$ cat src/rtl/rbm_pkg.sv
package rbm_pkg;

    localparam int FIELD_W     = 4;
    localparam int SLOT_W      = 3;
    localparam int CHAN_W      = 3;
    localparam int SLOT_COUNT  = 4;
    localparam int CHAN_COUNT  = 4;
    localparam int DEF_ENTRIES = 8;
    localparam int DEF_NUM_W   = 4;

    typedef enum logic [1:0] {
        OP_COUNT_OWN  = 2'd0,
        OP_COUNT_FREE = 2'd1,
        OP_ALLOC      = 2'd2,
        OP_RELEASE    = 2'd3
    } rbm_op_e;

    typedef struct packed {
        logic       en;
        logic [1:0] vc;
        logic       dev;
    } rbm_field_t;

    typedef enum logic {
        ST_IDLE = 1'b0,
        ST_SCAN = 1'b1
    } rbm_state_e;

    function automatic rbm_field_t owner_field(input logic [SLOT_W-1:0] slot,
                                               input logic [CHAN_W-1:0] chan);
        rbm_field_t f;
        f.en  = 1'b1;
        f.vc  = chan[1:0];
        f.dev = slot[1];
        return f;
    endfunction

    function automatic logic cmd_legal(input rbm_op_e op,
                                       input logic [SLOT_W-1:0] slot,
                                       input logic [CHAN_W-1:0] chan);
        logic slot_ok;
        logic chan_ok;
        slot_ok = (int'(slot) < SLOT_COUNT);
        chan_ok = (op == OP_COUNT_FREE) || (int'(chan) < CHAN_COUNT);
        return slot_ok && chan_ok;
    endfunction

    function automatic logic op_mutates(input rbm_op_e op);
        return (op == OP_ALLOC) || (op == OP_RELEASE);
    endfunction

endpackage

$ cat src/rtl/rbm_entry_eval.sv
module rbm_entry_eval
    import rbm_pkg::*;
(
    input  rbm_op_e    op,
    input  rbm_field_t cur,
    input  rbm_field_t owner,
    input  logic       want,
    output logic       hit,
    output rbm_field_t nxt
);

    always_comb begin
        nxt = cur;
        hit = 1'b0;
        case (op)
            OP_COUNT_OWN: begin
                hit = (cur == owner);
            end
            OP_COUNT_FREE: begin
                hit = !cur.en;
            end
            OP_ALLOC: begin
                if (!cur.en && want) begin
                    hit = 1'b1;
                    nxt = owner;
                end
            end
            OP_RELEASE: begin
                if ((cur == owner) && want) begin
                    hit    = 1'b1;
                    nxt.en = 1'b0;
                end
            end
            default: begin
                hit = 1'b0;
            end
        endcase
    end

endmodule

$ cat src/rtl/rbm_scan_fsm.sv
module rbm_scan_fsm
    import rbm_pkg::*;
#(
    parameter int N_ENTRIES = DEF_ENTRIES,
    parameter int NUM_W     = DEF_NUM_W,
    localparam int REG_W    = N_ENTRIES * FIELD_W,
    localparam int IDX_W    = (N_ENTRIES > 1) ? $clog2(N_ENTRIES) : 1,
    localparam int CNT_W    = $clog2(N_ENTRIES + 1)
) (
    input  logic                 clk,
    input  logic                 rst,
    input  logic                 start,
    input  logic                 start_ok,
    input  rbm_op_e              op_in,
    input  rbm_field_t           owner_in,
    input  logic [NUM_W-1:0]     num_in,
    input  logic [REG_W-1:0]     snap_in,
    output logic                 busy,
    output logic                 commit_en,
    output logic [REG_W-1:0]     commit_data,
    output logic                 done,
    output logic [CNT_W-1:0]     count,
    output logic                 fail,
    output logic [N_ENTRIES-1:0] hit_map
);

    rbm_state_e           state_q;
    logic [IDX_W-1:0]     idx_q;
    rbm_op_e              op_q;
    rbm_field_t           owner_q;
    logic [NUM_W-1:0]     rem_q;
    logic [REG_W-1:0]     work_q;
    logic [CNT_W-1:0]     cnt_q;
    logic [N_ENTRIES-1:0] mask_q;
    logic                 done_q;
    logic                 fail_q;

    rbm_field_t           cur;
    rbm_field_t           nxt;
    logic                 hit;
    logic                 want;
    logic                 take;
    logic                 last;
    logic [NUM_W-1:0]     rem_nxt;
    logic [REG_W-1:0]     work_nxt;

    assign cur      = rbm_field_t'(work_q[FIELD_W-1:0]);
    assign want     = (rem_q != '0);
    assign take     = hit && op_mutates(op_q);
    assign rem_nxt  = rem_q - NUM_W'(take);
    assign work_nxt = {nxt, work_q[REG_W-1:FIELD_W]};
    assign last     = (state_q == ST_SCAN) && (int'(idx_q) == N_ENTRIES - 1);

    rbm_entry_eval u_eval (
        .op    (op_q),
        .cur   (cur),
        .owner (owner_q),
        .want  (want),
        .hit   (hit),
        .nxt   (nxt)
    );

    always_ff @(posedge clk) begin
        if (rst) begin
            state_q <= ST_IDLE;
            idx_q   <= '0;
            op_q    <= OP_COUNT_OWN;
            owner_q <= '0;
            rem_q   <= '0;
            work_q  <= '0;
            cnt_q   <= '0;
            mask_q  <= '0;
            done_q  <= 1'b0;
            fail_q  <= 1'b0;
        end else begin
            done_q <= 1'b0;
            case (state_q)
                ST_IDLE: begin
                    if (start) begin
                        cnt_q  <= '0;
                        mask_q <= '0;
                        if (start_ok) begin
                            state_q <= ST_SCAN;
                            idx_q   <= '0;
                            op_q    <= op_in;
                            owner_q <= owner_in;
                            rem_q   <= num_in;
                            work_q  <= snap_in;
                            fail_q  <= 1'b0;
                        end else begin
                            done_q <= 1'b1;
                            fail_q <= 1'b1;
                        end
                    end
                end
                ST_SCAN: begin
                    work_q <= work_nxt;
                    rem_q  <= rem_nxt;
                    cnt_q  <= cnt_q + CNT_W'(hit);
                    mask_q <= {hit && (op_q == OP_RELEASE), mask_q[N_ENTRIES-1:1]};
                    idx_q  <= idx_q + 1'b1;
                    if (last) begin
                        state_q <= ST_IDLE;
                        done_q  <= 1'b1;
                        fail_q  <= op_mutates(op_q) && (rem_nxt != '0);
                    end
                end
                default: begin
                    state_q <= ST_IDLE;
                end
            endcase
        end
    end

    assign busy        = (state_q == ST_SCAN);
    assign commit_en   = last && op_mutates(op_q);
    assign commit_data = work_nxt;
    assign done        = done_q;
    assign count       = cnt_q;
    assign fail        = fail_q;
    assign hit_map     = mask_q;

endmodule

$ cat src/rtl/rbm_map_regs.sv
module rbm_map_regs #(
    parameter int REG_W = 32
) (
    input  logic             clk,
    input  logic             rst,
    input  logic             busy,
    input  logic             sw_wr,
    input  logic             sw_sel,
    input  logic [REG_W-1:0] sw_wdata,
    input  logic             upd_en,
    input  logic             upd_sel,
    input  logic [REG_W-1:0] upd_data,
    output logic [REG_W-1:0] map_even,
    output logic [REG_W-1:0] map_odd
);

    logic [REG_W-1:0] bank_q [2];

    for (genvar g = 0; g < 2; g++) begin : g_bank
        always_ff @(posedge clk) begin
            if (rst) begin
                bank_q[g] <= '0;
            end else if (upd_en && (upd_sel == 1'(g))) begin
                bank_q[g] <= upd_data;
            end else if (sw_wr && !busy && (sw_sel == 1'(g))) begin
                bank_q[g] <= sw_wdata;
            end
        end
    end

    assign map_even = bank_q[0];
    assign map_odd  = bank_q[1];

endmodule

$ cat src/rtl/rbm_alloc_engine.sv
module rbm_alloc_engine
    import rbm_pkg::*;
#(
    parameter int N_ENTRIES = DEF_ENTRIES,
    parameter int NUM_W     = DEF_NUM_W,
    localparam int REG_W    = N_ENTRIES * FIELD_W,
    localparam int BUF_W    = 2 * N_ENTRIES,
    localparam int CNT_W    = $clog2(N_ENTRIES + 1)
) (
    input  logic              clk,
    input  logic              rst,
    input  logic              cmd_valid,
    output logic              cmd_ready,
    input  logic [1:0]        cmd_op,
    input  logic [SLOT_W-1:0] cmd_slot,
    input  logic [CHAN_W-1:0] cmd_chan,
    input  logic [NUM_W-1:0]  cmd_num,
    input  logic              sw_wr,
    input  logic              sw_sel,
    input  logic [REG_W-1:0]  sw_wdata,
    output logic [REG_W-1:0]  map_even,
    output logic [REG_W-1:0]  map_odd,
    output logic              done,
    output logic [CNT_W-1:0]  done_count,
    output logic              done_fail,
    output logic [BUF_W-1:0]  free_mask
);

    rbm_op_e              op_c;
    logic                 accept;
    logic                 legal;
    logic                 busy;
    logic                 par_q;
    logic [REG_W-1:0]     snap;
    logic                 commit_en;
    logic [REG_W-1:0]     commit_data;
    logic [N_ENTRIES-1:0] hit_map;

    assign op_c      = rbm_op_e'(cmd_op);
    assign legal     = cmd_legal(op_c, cmd_slot, cmd_chan);
    assign cmd_ready = !busy && !sw_wr;
    assign accept    = cmd_valid && cmd_ready;
    assign snap      = cmd_slot[0] ? map_odd : map_even;

    always_ff @(posedge clk) begin
        if (rst) begin
            par_q <= 1'b0;
        end else if (accept) begin
            par_q <= cmd_slot[0];
        end
    end

    rbm_scan_fsm #(
        .N_ENTRIES (N_ENTRIES),
        .NUM_W     (NUM_W)
    ) u_scan (
        .clk         (clk),
        .rst         (rst),
        .start       (accept),
        .start_ok    (legal),
        .op_in       (op_c),
        .owner_in    (owner_field(cmd_slot, cmd_chan)),
        .num_in      (cmd_num),
        .snap_in     (snap),
        .busy        (busy),
        .commit_en   (commit_en),
        .commit_data (commit_data),
        .done        (done),
        .count       (done_count),
        .fail        (done_fail),
        .hit_map     (hit_map)
    );

    rbm_map_regs #(
        .REG_W (REG_W)
    ) u_regs (
        .clk      (clk),
        .rst      (rst),
        .busy     (busy),
        .sw_wr    (sw_wr),
        .sw_sel   (sw_sel),
        .sw_wdata (sw_wdata),
        .upd_en   (commit_en),
        .upd_sel  (par_q),
        .upd_data (commit_data),
        .map_even (map_even),
        .map_odd  (map_odd)
    );

    for (genvar i = 0; i < N_ENTRIES; i++) begin : g_gmask
        assign free_mask[2*i]   = done && !par_q && hit_map[i];
        assign free_mask[2*i+1] = done &&  par_q && hit_map[i];
    end

endmodule

$ cat config.mk
export PLATFORM = sky130hd
export DESIGN_NAME = rbm_alloc_engine
export DESIGN_NICKNAME = d
export VERILOG_FILES = /design/src/rtl/rbm_pkg.sv /design/src/rtl/rbm_entry_eval.sv /design/src/rtl/rbm_scan_fsm.sv /design/src/rtl/rbm_map_regs.sv /design/src/rtl/rbm_alloc_engine.sv
export SDC_FILE = /design/constraint.sdc
export NUM_CORES = 1
export LEC_CHECK = 0
export BUFFER_PORTS_ARGS = -buffer_cell sky130_fd_sc_hd__buf_2
export CORE_MARGIN = 3
export CORE_UTILIZATION = 45
export CTS_BUF_LIST = sky130_fd_sc_hd__clkbuf_8
export CTS_CLUSTER_DIAMETER = 120
export DETAILED_ROUTE_END_ITERATION = 16
export GPL_TIMING_DRIVEN = 0
export PLACE_DENSITY = 0.79
export SETUP_SLACK_MARGIN = 0.02
export SYNTH_ARGS = -nofsm -noshare
export SYNTH_HDL_FRONTEND = slang
export SYNTH_HIERARCHICAL = 1
export SYNTH_SLANG_ARGS = --single-unit
$ cat constraint.sdc
create_clock -name clk -period 2.8 [get_ports clk]
set_clock_uncertainty 0.1 [all_clocks]
set_input_delay 0.84 -clock clk [delete_from_list [all_inputs] [get_ports clk]]
set_output_delay 0.84 -clock clk [all_outputs]
set_load 0.03 [all_outputs]
# == Yosys cells after proc, flatten, opt, wreduce, memory -nomap -nowiden ==
# Memories as Yosys holds them, arrays and structs flattened.
# Index checks and enable logic that the tools add are counted.
# totals
output_inout_bits,87
ramBits,64
in_bits,49
ff_bits,61
word_cells,132
memories,1
# classes
bitwise_logic,7
n_mux,52
n_eq_ne,9
addsub,3
n_reduce_logical,45
magnitude_cmp,2
# memory_table
memory,words,width,read_ports,rd_ports_with_merged_regs,write_ports,line_no,source
u_regs.bank_q,2,32,2,0,2,rbm_map_regs.sv:17,logic [REG_W-1:0] bank_q [2];
# op_table
operator,count
32-bit two-way mux,7
32-bit one-hot mux with 2 select lines,1
1-bit logical AND,33
1-bit two-way mux,27
4-bit two-way mux,4
4-bit one-hot mux with 2 select lines,2
8-bit one-hot mux with 2 select lines,1
3-bit two-way mux,3
8-bit two-way mux,1
1-bit one-hot mux with 2 select lines,4
4-bit nonzero test,2
"3-bit < comparator, second input constant",2
"2-bit inequality test, second input constant",3
3-bit one-hot mux with 2 select lines,1
4-bit by 1-bit adder with 4-bit output,1
"2-bit by 1-bit == test with 1-bit output, second input constant",2
"2-bit == test, second input constant",2
4-bit == test,1
1-bit logical NOT,4
1-bit bitwise OR,4
1-bit one-hot mux with 4 select lines,1
2-bit AND reduction,2
4-bit by 1-bit subtractor with 4-bit output,1
"3-bit by 1-bit adder with 3-bit output, second input constant",1
5 further kinds,8

# == Depth between registers and ports, before layout ==
# depth
word_depth,10
mapped_depth,11
ltp_nobuf,11

# == By module ==
# The synthesis kept the hierarchy.
# modules_own_cells
module,area_per_inst_um2,instances,seq_area_each_um2,cells_each
rbm_map_regs,3472.1,1,1921.8,231
rbm_scan_fsm,3204.3,1,1201.2,350
rbm_alloc_engine,723.2,1,20.0,62
rbm_entry_eval,147.6,1,0.0,19

# == Least setup slack after synthesis ==
# No wires, ideal clock.
# synth_timing
path_type,input port to flip-flop
from,in sw_sel
to,mem u_regs.bank_q[1][0] (enable)
required_ns,2.306
slack_ns,0.062
path_buffers,2
t_arrival_ns,2.244
setup_time_ns,0.394
cell_stages,4
cell_sequence,and3b_1 buf_2 clkbuf_1 nand2b_1
# synth_rtl
element,line_no,source
from (decl),rbm_alloc_engine.sv:19,"input logic sw_sel,"
to (decl),rbm_map_regs.sv:17,

# == Worst setup path after layout ==
# layout_timing
from,reg u_scan.rem_q[0]
to,reg u_scan.fail_q (netlist: u_scan/fail)
# layout_via
elab_chain_len,10
word_cells_on_any_way,12
cone_classes,add/sub (1); mux (5); reduce/logical (6)
# layout_rtl
element,line_no,source
from (decl),rbm_scan_fsm.sv:31,logic [NUM_W-1:0] rem_q;
from (signal assigned),rbm_scan_fsm.sv:87,rem_q <= num_in;
from (signal assigned),rbm_scan_fsm.sv:98,rem_q <= rem_nxt;
4-bit nonzero test (*),rbm_scan_fsm.sv:48,assign want = (rem_q != '0);
net u_scan.want,rbm_scan_fsm.sv:41,logic want;
1-bit logical AND (on tied branches),"rbm_entry_eval.sv:29, rbm_entry_eval.sv:23",
1-bit two-way mux (on tied branches),"rbm_entry_eval.sv:29, rbm_entry_eval.sv:23",
1-bit one-hot mux with 4 select lines (*),rbm_entry_eval.sv:15,case (op)
net u_scan.hit,rbm_scan_fsm.sv:40,logic hit;
1-bit logical AND (*),rbm_scan_fsm.sv:49,assign take = hit && op_mutates(op_q);
4-bit by 1-bit subtractor with 4-bit output (*),rbm_scan_fsm.sv:50,assign rem_nxt = rem_q - NUM_W'(take);
4-bit nonzero test (*),rbm_scan_fsm.sv:105,fail_q <= op_mutates(op_q) && (rem_nxt != '0);
1-bit logical AND (*),rbm_scan_fsm.sv:105,
1-bit two-way mux (*),rbm_scan_fsm.sv:102,if (last) begin
1-bit one-hot mux with 2 select lines (*),rbm_scan_fsm.sv:77,case (state_q)
to (signal assigned),rbm_scan_fsm.sv:105,
to (decl),rbm_scan_fsm.sv:36,logic fail_q;
# The timed path passes the listed nets; every way through them passes the cells marked *. The select of a mux whose other input is x is not followed.
# A chain may end at the register's enable or synchronous reset.

==> impl_metrics.py <==
metrics = {
    "cells_and_area": {
        "final_area_um2": 9040,
        "fin_cells": 1047,
        "nFillCells": 1382,
        "antenna_cells": 0,
        "syn_to_final_growth_pct": 19.8,
        "drive_gt1_share_pct": 41.9,
        "num-nets-final": 873,
    },
    "die": {
        "rows": 46,
        "die_area_um2": 18400,
        "core_um2": 16200,
        "initial_utilization_pct": 46.7,
        "pin_count": 136,
        "die_x_um": 136,
        "die_y_um": 136,
    },
    "grt": {
        "grtUsageTotal_pct": 23.2,
        "antenna_found_initial": 2,
        "grt_max_degree": 26,
        "grt_pass1_vias": 6001,
        "grt_overflow": 0,
        "grt_pass1_wl_mm": 32.7,
    },
    "synth": {
        "syn_avg_cell_area_um2": 11.4,
        "synthXorXnorAreaFrac_pct": 0.580,
        "synth_warnings": 6,
        "synth_cells": 662,
        "muxShareOfSynthArea_pct": 8.21,
        "syn_nets": 717,
        "synthSimpleGateAreaFrac_pct": 19.9,
        "synth_top_family_by_area": "simple AND/OR/NAND/NOR gates",
        "synth.distinct_cells": 52,
        "syn-cell-area_um2": 7550,
        "synth-edff-count": 64,
        "synth_compound_area_share_pct": 18.3,
        "synthArstFlopShare_pct": 0,
        "ys_ff_latch": 125,
        "ys.flop_type": "edfxtp_1",
        "yosysSeqAreaShare_pct": 41.6,
        "synth-adder-area-share_pct": 0.995,
    },
    "route": {
        "postRouteAntennaNets": 0,
        "first_iter_violations": 519,
        "routedWlPerCell_um": 20.2,
        "viasPerCell": 5.72,
        "num_vias": 5989,
        "dr.pass1.iters": 5,
        "wl_mm": 21.2,
        "drc": 0,
    },
    "power_and_ir_drop": {
        "switching_share_pct": 26.6,
        "p_int_mw": 3.51,
        "p_comb_share_pct": 16.8,
        "switchingPower_mw": 1.27,
        "p_leak_nw": 4.16,
        "power.share.clock_pct": 38.9,
        "powerDensity_nw_per_um2": 529,
        "irDropWorstVdd_mv": 0.403,
        "p_seq_share_pct": 44.3,
    },
    "timing": {
        "slew_headroom_pct": 8.90,
        "timing.fmax_ghz": 0.366,
        "tightest_slew_ns": 1.36,
        "setup_violations": 0,
        "grt_setup_unrepaired": "true",
        "timing.hold.ws_ns": 0.406,
        "fin_crit_ns": 2.73,
        "slew_viol_final": 0,
        "fin_ws_ns": 0.0670,
        "fin_crit_sh_pct": 97.6,
        "hold_violations": 0,
    },
    "worst_setup_path": {
        "cp_num_buf_inv": 0,
        "path_common_cell": "a211oi_2",
        "r2r_cells": 11,
        "critical_path.max_stage_delay_ns": 0.57,
        "cp.arrival_ns": 2.96,
        "required_ns": 3.03,
        "rr_endpoint": "u_scan/fail$_SDFFE_PP0P_",
        "crit_path_end_kind": "flop",
        "reg2reg_setup_slack_ns": 0.07,
        "rr_startpoint": "u_scan/rem_q[0]$_SDFFE_PP0P_",
        "critPathMaxFanout": 4,
        "slowest_stage": "or4_4",
        "startpoint_type": "flop",
        "path_cells": "or4_4 -> nor2b_1 -> nor3_1 -> a31oi_1 -> o22ai_1 -> and2_1 -> ha_1 -> ha_2 -> xor2_1 -> a211oi_2 -> a211oi_2",
        "cp_top_family": "simple AND/OR/NAND/NOR gates",
        "setup.worst_path.class": "flop to flop",
    },
    "cts": {
        "cts_made_buffers": 17,
        "clockBufferDepth": 2,
        "clock_sinks": 125,
        "insertion_delay_ns": 0.45,
        "root_buffer": "clkbuf_8",
        "path_clk_slew_ns": 0.07,
        "cts_tree": "yes",
        "cts_max_level": 4,
    },
    "job": {
        "maxCapViolations": 0,
    },
    "placement": {
        "place_ws_ns": -0.297,
        "numPortBuffers": 134,
        "dp_cells": 1014,
        "placed_cell_area_um2": 8530,
        "place_congestion": 0.848,
        "dp.final_hpwl_mm": 15.1,
    },
    "worst_hold_path": {
        "min_path_cells": 2,
        "worst_hold_path.endpoint": "u_scan/idx_q[2]$_SDFFE_PP0P_",
        "worstHoldStart": "u_scan/idx_q[2]$_SDFFE_PP0P_",
        "hold_class": "flop to flop",
    },
    "status": {
        "status": "finished clean",
    },
}
## registers in the layout, indices dropped and copies added, names as in the netlist
signal and flops:
par_q 1, u_regs/bank_q 64, u_scan/busy 1, u_scan/count 4, u_scan/done 1, u_scan/fail 1
u_scan/hit_map 8, u_scan/idx_q 3, u_scan/op_q 2, u_scan/owner_q 4, u_scan/rem_q 4, u_scan/work_q 32
## placed cells by master (no fill, tap or decap), types with 10 or more instances in the layout
master / n
and3_1: 43
buf_4: 33
a211oi_1: 20
or4bb_1: 32
inv_1: 37
nor2b_1: 35
edfxtp_1: 64
a211oi_2: 20
clkbuf_8: 25
a21oi_1: 18
o41ai_2: 30
buf_2: 159
nor3_1: 25
nor3b_1: 11
nor3_2: 10
dfxtp_1: 57
a32o_1: 32
nor2_1: 17
clkbuf_1: 23
mux2_4: 30
## cells in the mapped netlist (2+ instances only)
library cell	count	area, µm²
edfxtp_1	64	1920
dfxtp_1	61	1220
and3_1	44	275
nor2b_1	35	219
inv_1	34	128
a32o_1	32	320
buf_4	32	240
or4bb_1	32	360
mux2_4	30	450
o41ai_2	30	488
buf_2	25	125
nor3_1	25	125
clkbuf_1	23	86.3
a211oi_1	22	165
a211oi_2	18	225
a21oi_1	18	90.1
nor2_1	17	63.8
nor3b_1	11	82.6
nor3_2	10	100
and2_1	9	56.3
mux2i_1	9	90.1
buf_6	7	78.8
ha_1	6	75.1
nand3_1	6	30.0
nand2_1	5	18.8
mux2_2	4	45.0
nand2b_1	4	25.0
nand3b_1	4	30.0
o21ai_0	4	20.0
or3b_1	4	35.0
xnor2_1	4	35.0
buf_12	3	60.1
buf_8	3	45.0
clkbuf_2	3	15.0
mux2_1	3	33.8
and3b_1	2	17.5
nand2_2	2	12.5
o21bai_1	2	15.0
o41ai_1	2	17.5
## worst reg2reg max path, stage by stage, from the launching register on
cell and delay, ns:
dfxtp_2 0.33, or4_4 0.57, nor2b_1 0.14, nor3_1 0.05, a31oi_1 0.17, o22ai_1 0.13
and2_1 0.20, ha_1 0.21, ha_2 0.21, xor2_1 0.16, a211oi_2 0.23, a211oi_2 0.11
## through the flow
step / power, mW / setup TNS, ns / utilization, %
final: 4.78 / 0 / 55.9
after global routing: 4.94 / -0.0287 / 55.9
after CTS: 4.80 / 0 / 55.7
after detailed placement: 2.94 / -12.11 / 52.7
after global placement: 2.92 / -55.38 / 52.5
after floorplan: 2.69 / 0 / -
## kinds of logic (layout without fill, tap and decap cells)
| kind of cell | count (synthesis) | after routing |
|---|---|---|
| other cells | 1 | 1 |
| fa+ha+maj | 6 | 6 |
| flops | 125 | 125 |
| buf+inv | 131 | 300 |
| xor+xnor | 5 | 5 |
| compound gates | 133 | 133 |
| simple gates | 215 | 215 |
| mux | 46 | 46 |
## routing by layer
layer | part of all wire, % | up-vias | track usage (%)
li1 | - | 2801 | -
met1 | 43 | 2866 | 30.6
met2 | 47 | 274 | 37.0
met3 | 7.9 | 44 | 5.72
met4 | 2.1 | 4 | 8.79
met5 | 0.13 | - | 0
## how the worst max path moves through the flow
stage | from | end | slack (ns) | cells after the start
final | u_scan/rem_q[0]$_SDFFE_PP0P_ | u_scan/fail$_SDFFE_PP0P_ | 0.07 | 11
after global placement | sw_wr | u_regs/bank_q[1][7]$_SDFFCE_PN0P_ | -0.90 | 5
after CTS | u_scan/rem_q[2]$_SDFFE_PP0P_ | u_scan/fail$_SDFFE_PP0P_ | 0.08 | 11
after detailed placement | sw_wr | u_scan/hit_map[1]$_SDFFE_PP0P_ | -0.30 | 7
after global routing | u_scan/rem_q[0]$_SDFFE_PP0P_ | u_scan/fail$_SDFFE_PP0P_ | -0.03 | 11
after floorplan | sw_sel | u_regs/bank_q[1][0]$_SDFFCE_PN0P_ | 0.06 | 4
## power groups by stage
stage	Combinational (mW)	Sequential, mW	Clock, mW
2_1_floorplan	0.423	2.26	0
3_3_place_gp	0.771	2.15	0
3_5_place_dp	0.789	2.15	0
4_1_cts	0.796	2.12	1.89
5_1_grt	0.857	2.13	1.95
6_report	0.805	2.12	1.86
## area by class of cell
class                           count  area (µm²)  area share (%)
Multi-Input combinational cell    406        3650            40.3
Sequential cell                   125        3150            34.8
Timing Repair Buffer              137         718            7.94
Buffer                             97         654            7.24
Clock buffer                       25         344            3.81
Tap cell                          216         270            2.99
Clock inverter                      7         131            1.45
Inverter                           34         128            1.41
## what timing repair did
action / in CTS / in global routing
hold buffers: 0 / 0
pin swaps: 0 / 4
setup buffers: 0 / 1
resized for setup: 1 / 10
hold endpoints to repair: 0 / 0
cloned: 0 / 0
endpoints found under the setup margin: 1 / 36
Power figures use the tool's default switching activity.
